## src/rtl/nmi_pkg.sv

```systemverilog
package nmi_pkg;
  localparam int unsigned NUM_SRC     = 4;
  localparam int unsigned SRC_PIN     = 0;
  localparam int unsigned SRC_OSC     = 1;
  localparam int unsigned SRC_SW      = 2;
  localparam int unsigned SRC_WDT     = 3;
  localparam int unsigned DATA_W      = 32;
  localparam int unsigned ADDR_KEY    = 0;
  localparam int unsigned ADDR_COMMIT = 1;
  localparam int unsigned ADDR_CTRL   = 2;
  localparam int unsigned ADDR_ENABLE = 3;
  localparam int unsigned ADDR_CAUSE  = 4;
endpackage

```

## src/rtl/nmi_sync.sv

```systemverilog
module nmi_sync #(
  parameter int unsigned STAGES = 2
) (
  input  logic clk_i,
  input  logic rst_ni,
  input  logic d_i,
  output logic q_o
);
  logic [STAGES-1:0] chain_q;

  generate
    for (genvar i = 0; i < STAGES; i++) begin : g_stage
      always_ff @(posedge clk_i or negedge rst_ni) begin
        if (!rst_ni) chain_q[i] <= 1'b0;
        else if (i == 0) chain_q[i] <= d_i;
        else chain_q[i] <= chain_q[(i > 0) ? i-1 : 0];
      end
    end
  endgenerate

  assign q_o = chain_q[STAGES-1];
endmodule

```

## src/rtl/nmi_lock_ctrl.sv

```systemverilog
module nmi_lock_ctrl #(
  parameter int unsigned          DATA_W = 32,
  parameter logic [DATA_W-1:0]    KEY    = 32'h4E4D_4921
) (
  input  logic              clk_i,
  input  logic              rst_ni,
  input  logic              key_wr_i,
  input  logic              commit_wr_i,
  input  logic              en_wr_i,
  input  logic [DATA_W-1:0] wdata_i,
  output logic              unlocked_o,
  output logic              armed_o,
  output logic              pin_en_o
);
  logic unlocked_q, armed_q, pin_en_q;
  logic key_match;

  assign key_match = (wdata_i == KEY);

  always_ff @(posedge clk_i or negedge rst_ni) begin
    if (!rst_ni) begin
      unlocked_q <= 1'b0;
      armed_q    <= 1'b0;
      pin_en_q   <= 1'b0;
    end else if (en_wr_i && unlocked_q && armed_q) begin
      // committed change consumes the unlock
      pin_en_q   <= wdata_i[0];
      unlocked_q <= 1'b0;
      armed_q    <= 1'b0;
    end else if (key_wr_i) begin
      unlocked_q <= key_match;
      if (!key_match) armed_q <= 1'b0;
    end else if (commit_wr_i && unlocked_q) begin
      armed_q <= wdata_i[0];
    end
  end

  assign unlocked_o = unlocked_q;
  assign armed_o    = armed_q;
  assign pin_en_o   = pin_en_q;
endmodule

```

## src/rtl/nmi_cause_reg.sv

```systemverilog
module nmi_cause_reg #(
  parameter int unsigned NUM = 4
) (
  input  logic           clk_i,
  input  logic           rst_ni,
  input  logic [NUM-1:0] set_i,
  input  logic [NUM-1:0] clr_i,
  output logic [NUM-1:0] cause_o
);
  logic [NUM-1:0] cause_q;

  generate
    for (genvar i = 0; i < NUM; i++) begin : g_bit
      always_ff @(posedge clk_i or negedge rst_ni) begin
        if (!rst_ni)       cause_q[i] <= 1'b0;
        else if (set_i[i]) cause_q[i] <= 1'b1;  // set wins over clear
        else if (clr_i[i]) cause_q[i] <= 1'b0;
      end
    end
  endgenerate

  assign cause_o = cause_q;
endmodule

```

## src/rtl/nmi_combiner.sv

```systemverilog
module nmi_combiner
  import nmi_pkg::*;
#(
  parameter int unsigned       ADDR_W      = 3,
  parameter int unsigned       SYNC_STAGES = 2,
  parameter logic [31:0]       UNLOCK_KEY  = 32'h4E4D_4921
) (
  input  logic              clk_i,
  input  logic              rst_ni,
  input  logic              pin_i,
  input  logic              osc_fail_i,
  input  logic              wdt_timeout_i,
  input  logic              wdt_nmi_mode_i,
  input  logic              reg_we_i,
  input  logic [ADDR_W-1:0] reg_addr_i,
  input  logic [31:0]       reg_wdata_i,
  output logic [31:0]       reg_rdata_o,
  output logic              nmi_o
);
  localparam int unsigned PAD_W = DATA_W - NUM_SRC;

  logic wr_key, wr_commit, wr_ctrl, wr_enable, wr_cause;
  logic unlocked, armed, pin_en;
  logic pin_sync, pin_sync_d;
  logic sw_trig_q;
  logic [NUM_SRC-1:0] set_vec, clr_vec, cause_q;

  assign wr_key    = reg_we_i && (reg_addr_i == ADDR_W'(ADDR_KEY));
  assign wr_commit = reg_we_i && (reg_addr_i == ADDR_W'(ADDR_COMMIT));
  assign wr_ctrl   = reg_we_i && (reg_addr_i == ADDR_W'(ADDR_CTRL));
  assign wr_enable = reg_we_i && (reg_addr_i == ADDR_W'(ADDR_ENABLE));
  assign wr_cause  = reg_we_i && (reg_addr_i == ADDR_W'(ADDR_CAUSE));

  nmi_sync #(.STAGES(SYNC_STAGES)) u_pin_sync (
    .clk_i (clk_i),
    .rst_ni(rst_ni),
    .d_i   (pin_i),
    .q_o   (pin_sync)
  );

  always_ff @(posedge clk_i or negedge rst_ni) begin
    if (!rst_ni) begin
      pin_sync_d <= 1'b0;
      sw_trig_q  <= 1'b0;
    end else begin
      pin_sync_d <= pin_sync;
      sw_trig_q  <= wr_ctrl && reg_wdata_i[0];  // self-clearing trigger
    end
  end

  nmi_lock_ctrl #(.DATA_W(DATA_W), .KEY(UNLOCK_KEY)) u_lock (
    .clk_i      (clk_i),
    .rst_ni     (rst_ni),
    .key_wr_i   (wr_key),
    .commit_wr_i(wr_commit),
    .en_wr_i    (wr_enable),
    .wdata_i    (reg_wdata_i),
    .unlocked_o (unlocked),
    .armed_o    (armed),
    .pin_en_o   (pin_en)
  );

  always_comb begin
    set_vec          = '0;
    set_vec[SRC_PIN] = pin_en && pin_sync && !pin_sync_d;
    set_vec[SRC_OSC] = osc_fail_i;
    set_vec[SRC_SW]  = sw_trig_q;
    set_vec[SRC_WDT] = wdt_timeout_i && wdt_nmi_mode_i;
  end

  assign clr_vec = wr_cause ? reg_wdata_i[NUM_SRC-1:0] : '0;

  nmi_cause_reg #(.NUM(NUM_SRC)) u_cause (
    .clk_i  (clk_i),
    .rst_ni (rst_ni),
    .set_i  (set_vec),
    .clr_i  (clr_vec),
    .cause_o(cause_q)
  );

  assign nmi_o = |cause_q;

  always_comb begin
    reg_rdata_o = '0;
    case (reg_addr_i)
      ADDR_W'(ADDR_KEY):    reg_rdata_o[0] = unlocked;
      ADDR_W'(ADDR_COMMIT): reg_rdata_o[0] = armed;
      ADDR_W'(ADDR_ENABLE): reg_rdata_o[0] = pin_en;
      ADDR_W'(ADDR_CAUSE):  reg_rdata_o    = {{PAD_W{1'b0}}, cause_q};
      default:              reg_rdata_o    = '0;
    endcase
  end
endmodule

```

## config.mk

```make
export PLATFORM = sky130hd
export DESIGN_NAME = nmi_combiner
export DESIGN_NICKNAME = d
export VERILOG_FILES = /design/src/rtl/nmi_pkg.sv /design/src/rtl/nmi_sync.sv /design/src/rtl/nmi_lock_ctrl.sv /design/src/rtl/nmi_cause_reg.sv /design/src/rtl/nmi_combiner.sv
export SDC_FILE = /design/constraint.sdc
export NUM_CORES = 1
export LEC_CHECK = 0
export ABC_AREA = 1
export BUFFER_PORTS_ARGS = -buffer_cell sky130_fd_sc_hd__buf_2
export CAP_MARGIN = 10
export CORE_MARGIN = 2
export CORE_UTILIZATION = 23
export CTS_CLUSTER_SIZE = 40
export DETAILED_ROUTE_END_ITERATION = 10
export SETUP_SLACK_MARGIN = 0.1
export SLEW_MARGIN = 20
export SYNTH_ARGS = -nofsm -noshare
export SYNTH_HDL_FRONTEND = slang
export SYNTH_HIERARCHICAL = 1
export SYNTH_SLANG_ARGS = --single-unit
export TNS_END_PERCENT = 1
```

## constraint.sdc

```tcl
create_clock -name clk_i -period 1.2 [get_ports clk_i]
set_input_delay 0.12 -clock clk_i [delete_from_list [all_inputs] [get_ports clk_i]]
set_output_delay 0.12 -clock clk_i [all_outputs]
set_load 0.02 [all_outputs]
```

==> out/results.ini, run 1 <==
[cts]
cts_buffer_depth = 2
htreeDepth = 1
cts_tree = built
numCtsBuffers = 3
cts_root_buf = clkbuf_8
clock_sinks = 11
clock_latency_ns = 0.23
clk_pin_slew_ns = 0.05

[floorplanning]
die_h_um = 67.88
num_rows = 23
initial_core_util = 0.2363
dieArea_um2 = 4607
core_um2 = 3971
die_w_um = 67.88
ios = 75

[synthesis]
syn_area_um2 = 938.4
ys_types = 14
synth_most_common_cell = nand2_1
synth_edf_count = 0
synth_top_area_frac = 0.2933
syn_avg_cell_area_um2 = 6.256
ys_warn_count = 6
synthCells = 150
yosysTopAreaCell = dfrtp_1
ys_seq_elements = 11
async_flop_share = 1.000
seq_area_frac_synth = 0.2933
synth_top_cells_by_area = dfrtp_1 29%, buf_4 22%, nand2_1 14%, inv_1 13%, nor2_1 9.2%
ys_top_cells_by_count = 34 x nand2_1, 32 x inv_1, 28 x buf_4
synthFlopType = dfrtp_1

[final_layout]
layout-drive-gt1-share = 0.3113
n_antenna_cell = 0
syn2layout_area_growth_pct = 39.60
finalCoreUtilization = 0.3299
fin_nets = 255

[sta]
setup_ws_ns = -0.005514
post-route-min-period_ns = 1.206
fin_skew_ns = 0.0004807
hold_violations = 0
rsz0062_at_grt = yes
final-setup-viol-count = 1
slew_viol_final = 0
fmax_ghz = 0.8295
final.period_utilization = 1.005

[worst_setup_path]
critical_path_class = flop to output pin
crit_arrival_ns = 1.09
cp_max_fo = 2
crit_path_start_kind = flop
end_kind = output pin
required_ns = 1.08

[grt]
antenna_found_initial = 0
grt_remaining_overflow = 0
grt_pass1_vias = 795
grt_util_all_layers = 0.09330
grt_max_degree = 12
grt_pass1_wl_mm = 3.125

[pwr]
p_leak_nw = 0.8062
p_per_area_nw_per_um2 = 828.8
power_mw = 1.086
irDropWorstVdd_uv = 402.2

[route]
post_drt_wl_per_cell_um = 7.626
drtIter0Drc = 28
routed-wl-met3_um = 187
ant_nets = 0
top_layer = met4
dr.pass1.iters = 4
dr_wl_met2_mm = 1.039
vias = 959
wl_met1_um = 756
drt-total-wl_mm = 1.998
drc = 0
via_per_inst = 3.660

[run_status]
violations = setup timing
status = finished, violations left

[placed_design]
io_buffer_count = 46
place.gp.congestion = 0.7966
hpwl_mm = 1.765

[job]
maxCapViolations = 0

[min_path]
hp-class = primary input to flop

-- kinds of logic (layout without fill, tap and decap cells) --
| logic type | Yosys count | in the layout | share of synthesized area |
|---|---|---|---|
| AO/OA/AOI/OAI | 1 | 1 | 0.005328 |
| buffers and inverters | 61 | 96 | 0.3560 |
| AND/OR/NAND/NOR | 76 | 76 | 0.3413 |
| other | 1 | 28 | 0.003996 |
| flip-flops | 11 | 11 | 0.2933 |
-- where the power goes --
group	switching (mW)	leakage [nW]	internal [mW]
sequential	0.0187	0.132	0.401
clock	0.127	0.0228	0.232
combinational	0.184	0.652	0.123
-- metal layers --
layer,up-vias,track usage
met5,-,0
met4,0,0.03750
met3,2,0.03289
met2,46,0.1728
met1,403,0.09495
li1,508,-
-- timing repair --
item	in CTS	in global routing
hold buffers	2	0
hold endpoints to repair	12	0
pin swaps	2	5
resized for setup	5	6
setup buffers	1	1
setup endpoints to repair	3	7
-- path summary, 6_finish.rpt --
| check | from | end | cells after the start | slack (ns) |
|---|---|---|---|---|
| worst max register to register | u_lock/unlocked_o | u_lock/armed_o | 6 | 0.08 |
| max in group asynchronous | rst_ni | u_lock/armed_o | 2 | 0.70 |
| worst max-delay path | u_lock/armed_o | reg_rdata_o[0] | 6 | -0.006 |
| min in group asynchronous | rst_ni | u_cause/cause_o[3] | 2 | 0.29 |
| worst min-delay path | osc_fail_i | u_cause/cause_o[1] | 3 | 0.08 |
| worst min register to register | u_pin_sync/chain_q[0] | u_pin_sync/q_o | 0 | 0.35 |
-- cell type report --
cell class	count	area, um2
tap	50	62.56
sequential	11	275.3
clock buffer	4	45.04
fill	445	2661
timing repair buffer	59	352.8
inverter	33	123.9
multi-input combinational	105	450.4
-- metrics by stage --
stage	area, um2	cells	TNS, ns	hold slack [ns]	setup slack, ns
floorplan	1040	177	0	-0.1756	0.1874
global placement	1190	254	-0.01675	0.004895	-0.01675
detailed placement	1190	254	-0.08247	0.009300	-0.08247
CTS	1279	261	-0.02407	0.07099	-0.02407
global route	1310	262	-0.07870	0.06654	-0.05376
finish	1310	262	-0.005514	0.07687	-0.005514
-- state kept, by name (all words and copies together) (netlist names) --
register,flops
u_pin_sync/q_o,1
pin_sync_d,1
u_lock/pin_en_o,1
u_lock/unlocked_o,1
u_cause/cause_o,4
u_pin_sync/chain_q,1
u_lock/armed_o,1
sw_trig_q,1
-- worst max-delay path, stage by stage (launching register included) --
cell and delay, ns:
dfrtp_1 0.39, buf_6 0.12, nand4_1 0.07, nand2_1 0.05, inv_1 0.04, nand2_1 0.05
buf_6 0.13
-- cell usage in the layout (no fill, tap or decap), types with 2 or more instances in the layout --
| cell type | n |
|---|---|
| buf_2 | 44 |
| nand2_1 | 33 |
| inv_1 | 32 |
| conb_1 | 28 |
| nor2_1 | 22 |
| dfrtp_1 | 11 |
| nand3_1 | 10 |
| buf_4 | 9 |
| buf_6 | 4 |
| clkbuf_8 | 3 |
| nand4_1 | 2 |
| nand3_2 | 2 |
| nor4_1 | 2 |
| dlygate4sd3_1 | 2 |
Power figures use the tool's default switching activity.
==> inputs of run 2 (changes only) <==
- ABC_AREA: 1 -> not set
- clock period: 1.2 -> 1 ns (I/O delays scaled with it)
==> run 2 against run 1 <==
Compared with the run above:
- the run still ends with setup timing left
- critical endpoint is now nmi_o
- core utilization up 3.0 points
- first-iteration DRC count down 54%
- synthesized cell count down 37%
- cell count fell by 21%
==> out/results.ini, run 2 <==
[sta]
setup_ws_ns = -0.3858
final.period_utilization = 1.386
fin_skew_ns = 0.003267
hold_violations = 0
holdWs_ns = 0.05402
fmax_ghz = 0.7216
slew_viol_final = 0
rsz0062_at_grt = yes
post-route-min-period_ns = 1.386
final-setup-viol-count = 7

[floorplanning]
dieArea_um2 = 4341
die_w_um = 65.89
ios = 75
die_h_um = 65.89
num_rows = 22
core_um2 = 3661
initial_core_util = 0.2406

[cts]
htreeDepth = 1
cts_buffer_depth = 2
cts_tree = built
postCtsSetupRepairBufs = 0
clk_pin_slew_ns = 0.05
numCtsBuffers = 3
clock_sinks = 11
cts_root_buf = clkbuf_8
clock_latency_ns = 0.24

[pwr]
p_leak_nw = 0.6843
irDropWorstVdd_uv = 784.7
p_per_area_nw_per_um2 = 959.4

[worst_setup_path]
rr_startpoint = u_lock/armed_o
required_ns = 0.90
r2r_cells = 4
critical_path_class = flop to output pin
r2r_end = u_lock/armed_o
crit_path_start_kind = flop
crit_arrival_ns = 1.29
end_kind = output pin
cp_max_fo = 2
rrSetupSlack_ns = -0.06

[min_path]
hp-start = osc_fail_i
min_path_cells = 2
whs_endpoint = u_cause/cause_o[1]
hp-class = primary input to flop

[final_layout]
multi_input_area_um2 = 496.7
largest_reg_flops = 4
syn2layout_area_growth_pct = 49.72
fin_nets = 201
layout_commonest_cell = buf_2
layout-drive-gt1-share = 0.4937
layout_common_cells = 39 x buf_2, 28 x conb_1, 10 x buf_6, 10 x dfrtp_1, 10 x buf_4
final_cell_area_um2 = 1319
n_antenna_cell = 0
final-seq-area_um2 = 276.5
fillers = 390

[grt]
grt_remaining_overflow = 0
grt_max_degree = 12
grt_pass1_wl_mm = 3.270
antenna_found_initial = 0
grt_pass1_vias = 783
grt_util_all_layers = 0.09885

[synthesis]
ys_seq_elements = 11
synth_top_area_frac = 0.3125
ys_top_cells_by_count = 29 x buf_4, 11 x dfrtp_1, 6 x inv_1
syn_avg_cell_area_um2 = 9.371
synth_most_common_cell = buf_4
synthFlopType = dfrtp_1
yosysTopAreaCell = dfrtp_1
synth_top_cells_by_area = dfrtp_1 31%, buf_4 25%, a21o_1 4.3%, and3_1 2.8%, and4bb_2 2.8%
ys_types = 33
ys_warn_count = 6
synthCells = 94
seq_area_frac_synth = 0.3125
async_flop_share = 1.000
syn_area_um2 = 880.8
synth_edf_count = 0

[route]
vias = 824
ant_nets = 0
drtIter0Drc = 13
drc = 0
via_per_inst = 4.000
post_drt_wl_per_cell_um = 9.767
dr.pass1.iters = 4
drt-total-wl_mm = 2.012

[placed_design]
hpwl_mm = 1.683
postPlaceCellArea_um2 = 1175
io_buffer_count = 46
dp_slack_ns = -0.2411
place.gp.congestion = 0.8659

[run_status]
violations = setup timing
status = finished, violations left

[job]
maxCapViolations = 0

-- run 2: logic make-up (layout without fill, tap and decap cells) --
logic type / count (synthesis) / in the layout / share of synthesized area
mux: 2 / 2 / 0.02415
simple gates: 34 / 34 / 0.2997
flops: 11 / 11 / 0.3125
buf+inv: 35 / 72 / 0.2727
other cells: 1 / 28 / 0.004257
compound gates: 11 / 11 / 0.08664
-- run 2: area by class of cell --
class / count / share of cell area
tap: 48 / 0.04554
clock buffer: 4 / 0.03416
inverter: 6 / 0.01708
multi-input combinational: 75 / 0.3767
sequential: 11 / 0.2097
timing repair buffer: 62 / 0.3169
-- run 2: worst max path at each step --
stage,cells after the start,start,to
global route,2,u_cause/cause_o[3],nmi_o
finish,2,u_cause/cause_o[3],nmi_o
CTS,2,u_cause/cause_o[3],nmi_o
global placement,6,reg_addr_i[2],u_lock/unlocked_o
floorplan,6,reg_addr_i[0],u_lock/armed_o
detailed placement,6,reg_addr_i[0],u_lock/armed_o
-- run 2: per-stage QoR --
| step | util | setup TNS [ns] | power [mW] | instances |
|---|---|---|---|---|
| 2_1_floorplan | - | -0.3746 | 0.7216 | 121 |
| 3_3_place_gp | 0.3209 | -1.467 | 0.7835 | 200 |
| 3_5_place_dp | 0.3209 | -1.741 | 0.7886 | 200 |
| 4_1_cts | 0.3469 | -1.361 | 1.264 | 206 |
| 5_1_grt | 0.3602 | -1.397 | 1.337 | 206 |
| 6_report | 0.3602 | -1.041 | 1.265 | 206 |
-- run 2: critical path, cell delays in order (launching register included) --
cell	delay (ns)
dfrtp_1	0.37
or4_4	0.53
buf_6	0.14
-- run 2: metal layers --
metal  vias to the layer above  share of wire  track usage
met5                         -              0            0
met4                         0         0.0040      0.02344
met3                         2          0.097      0.04259
met2                        49           0.49       0.1629
met1                       368           0.41       0.1181
li1                        405              -            -
-- run 2: timing repair --
action | in CTS | in global routing
resized for setup | 9 | 16
hold buffers | 2 | 0
hold endpoints to repair | 12 | 0
pin swaps | 5 | 6
setup endpoints to repair | 12 | 12
-- run 2: report_power, final --
| group | switching [mW] | total [mW] | leakage, nW | internal (mW) |
|---|---|---|---|---|
| sequential | 0.0111 | 0.476 | 0.133 | 0.465 |
| clock | 0.169 | 0.449 | 0.0228 | 0.280 |
| combinational | 0.183 | 0.340 | 0.528 | 0.157 |
| total | 0.363 | 1.27 | 0.684 | 0.902 |
==> inputs of run 3 (changes only) <==
- CORE_UTILIZATION: 23 -> 34
- PLACE_DENSITY: not set -> 0.76
==> run 3 against run 2 <==
Compared with the run above:
- non-clock buffer count shrank 1
- worst setup slack got worse by 0.037 ns
- sequential power decreased by 0.8%
- the run still ends with setup timing left
- highest routed layer unchanged
- cell count down 9.2%
==> out/results.ini, run 3 (synthesis results as in run 2) <==
[grt]
antenna_found_initial = 0
grt_pass1_wl_mm = 3.049
grt_remaining_overflow = 0
grt_pass1_vias = 742
grt_max_degree = 12
grt_util_all_layers = 0.1427

[route]
drc = 0
drtIter0Drc = 15
via_per_inst = 4.791
dr.pass1.iters = 5
post_drt_wl_per_cell_um = 11.10
vias = 896
drt-total-wl_mm = 2.075
ant_nets = 0

[placed_design]
dp_cells = 178
hpwl_mm = 1.671
io_buffer_count = 46
place.gp.congestion = 0.7771

[final_layout]
n_antenna_cell = 0
layout_common_cells = 40 x buf_2, 28 x conb_1, 10 x buf_4, 10 x dfrtp_1, 9 x buf_6
syn2layout_area_growth_pct = 43.32
largest_reg_flops = 4
layout-drive-gt1-share = 0.4841
layout_commonest_cell = buf_2
fin_nets = 200
fillers = 233
fin_cells = 187

[worst_setup_path]
cp_cell_sequence = or4_1 -> buf_6
end_kind = output pin
cp_max_fo = 2
crit_path_top_delay_cell = or4_1
critPathTopFamily = simple AND/OR/NAND/NOR gates
critical_path_class = flop to output pin
crit_arrival_ns = 1.32
required_ns = 0.90
path_buf_inv = 1
crit_path_start_kind = flop
critPathMaxStageDelay_ns = 0.53

[sta]
setup_ws_ns = -0.4224
final-setup-viol-count = 8
fin_skew_ns = 0.002142
rsz0062_at_grt = yes
fmax_ghz = 0.7030
post-route-min-period_ns = 1.422
hold_violations = 0
slew_viol_final = 0
holdWs_ns = 0.01776
final.period_utilization = 1.422
tns_ns = -1.717

[cts]
clk_pin_slew_ns = 0.07
clock_sinks = 11
htreeDepth = 1
numCtsBuffers = 3
clock_latency_ns = 0.27
cts_tree = built
cts_root_buf = clkbuf_4
cts_buffer_depth = 2

[floorplanning]
num_rows = 18
initial_core_util = 0.3556
die_w_um = 54.90
dieArea_um2 = 3014
core_um2 = 2477
die_h_um = 54.90
ios = 75

[pwr]
p_per_area_nw_per_um2 = 876.2
power_mw = 1.106
irDropWorstVdd_uv = 732.1
p_leak_nw = 0.6719

[min_path]
hp-class = primary input to flop

[job]
maxCapViolations = 0

[run_status]
violations = setup timing
status = finished, violations left

-- run 3: routing by layer --
layer / routed length [um] / part of all wire / global-route usage
met5: 0 / 0 / 0
met1: 692 / 0.33 / 0.1510
met3: 256 / 0.12 / 0.03495
met4: 25 / 0.012 / 0.06504
met2: 1101 / 0.53 / 0.2639
-- run 3: area by class of cell --
cell class / count / area, um2 / area share
clock buffer: 4 / 26.28 / 0.02081
inverter: 6 / 22.52 / 0.01784
multi-input combinational: 75 / 503.0 / 0.3984
tap: 30 / 37.54 / 0.02973
timing repair buffer: 61 / 396.6 / 0.3142
sequential: 11 / 276.5 / 0.2190
-- run 3: report_power, final --
group	switching, mW	internal (mW)
sequential	0.00790	0.464
clock	0.146	0.155
combinational	0.183	0.151
-- run 3: final timing paths --
path | from | to | slack (ns) | cells past startpoint
min in group asynchronous | rst_ni | sw_trig_q | 0.22 | 2
worst max register to register | u_lock/unlocked_o | u_lock/armed_o | -0.18 | 5
max in group asynchronous | rst_ni | u_lock/armed_o | 0.55 | 2
worst min register to register | u_pin_sync/chain_q[0] | u_pin_sync/q_o | 0.35 | 0
worst min-delay path | osc_fail_i | u_cause/cause_o[1] | 0.02 | 2
worst max-delay path | u_cause/cause_o[2] | nmi_o | -0.42 | 2
-- run 3: through the flow --
stage / setup WS (ns) / instance area, um2 / utilization
floorplan: -0.1302 / 1010 / -
global placement: -0.1890 / 1122 / 0.4530
detailed placement: -0.3349 / 1122 / 0.4530
CTS: -0.4323 / 1176 / 0.4747
global route: -0.4699 / 1262 / 0.5096
finish: -0.4224 / 1262 / 0.5096
-- run 3: repair_timing --
| item | in CTS | in global routing |
|---|---|---|
| setup buffers | 0 | 3 |
| pin swaps | 2 | 2 |
| endpoints found under the hold margin | 12 | 0 |
| setup endpoints to repair | 8 | 12 |
| gates cloned | 0 | 0 |
| gates resized for setup | 2 | 19 |
| hold buffers | 2 | 0 |
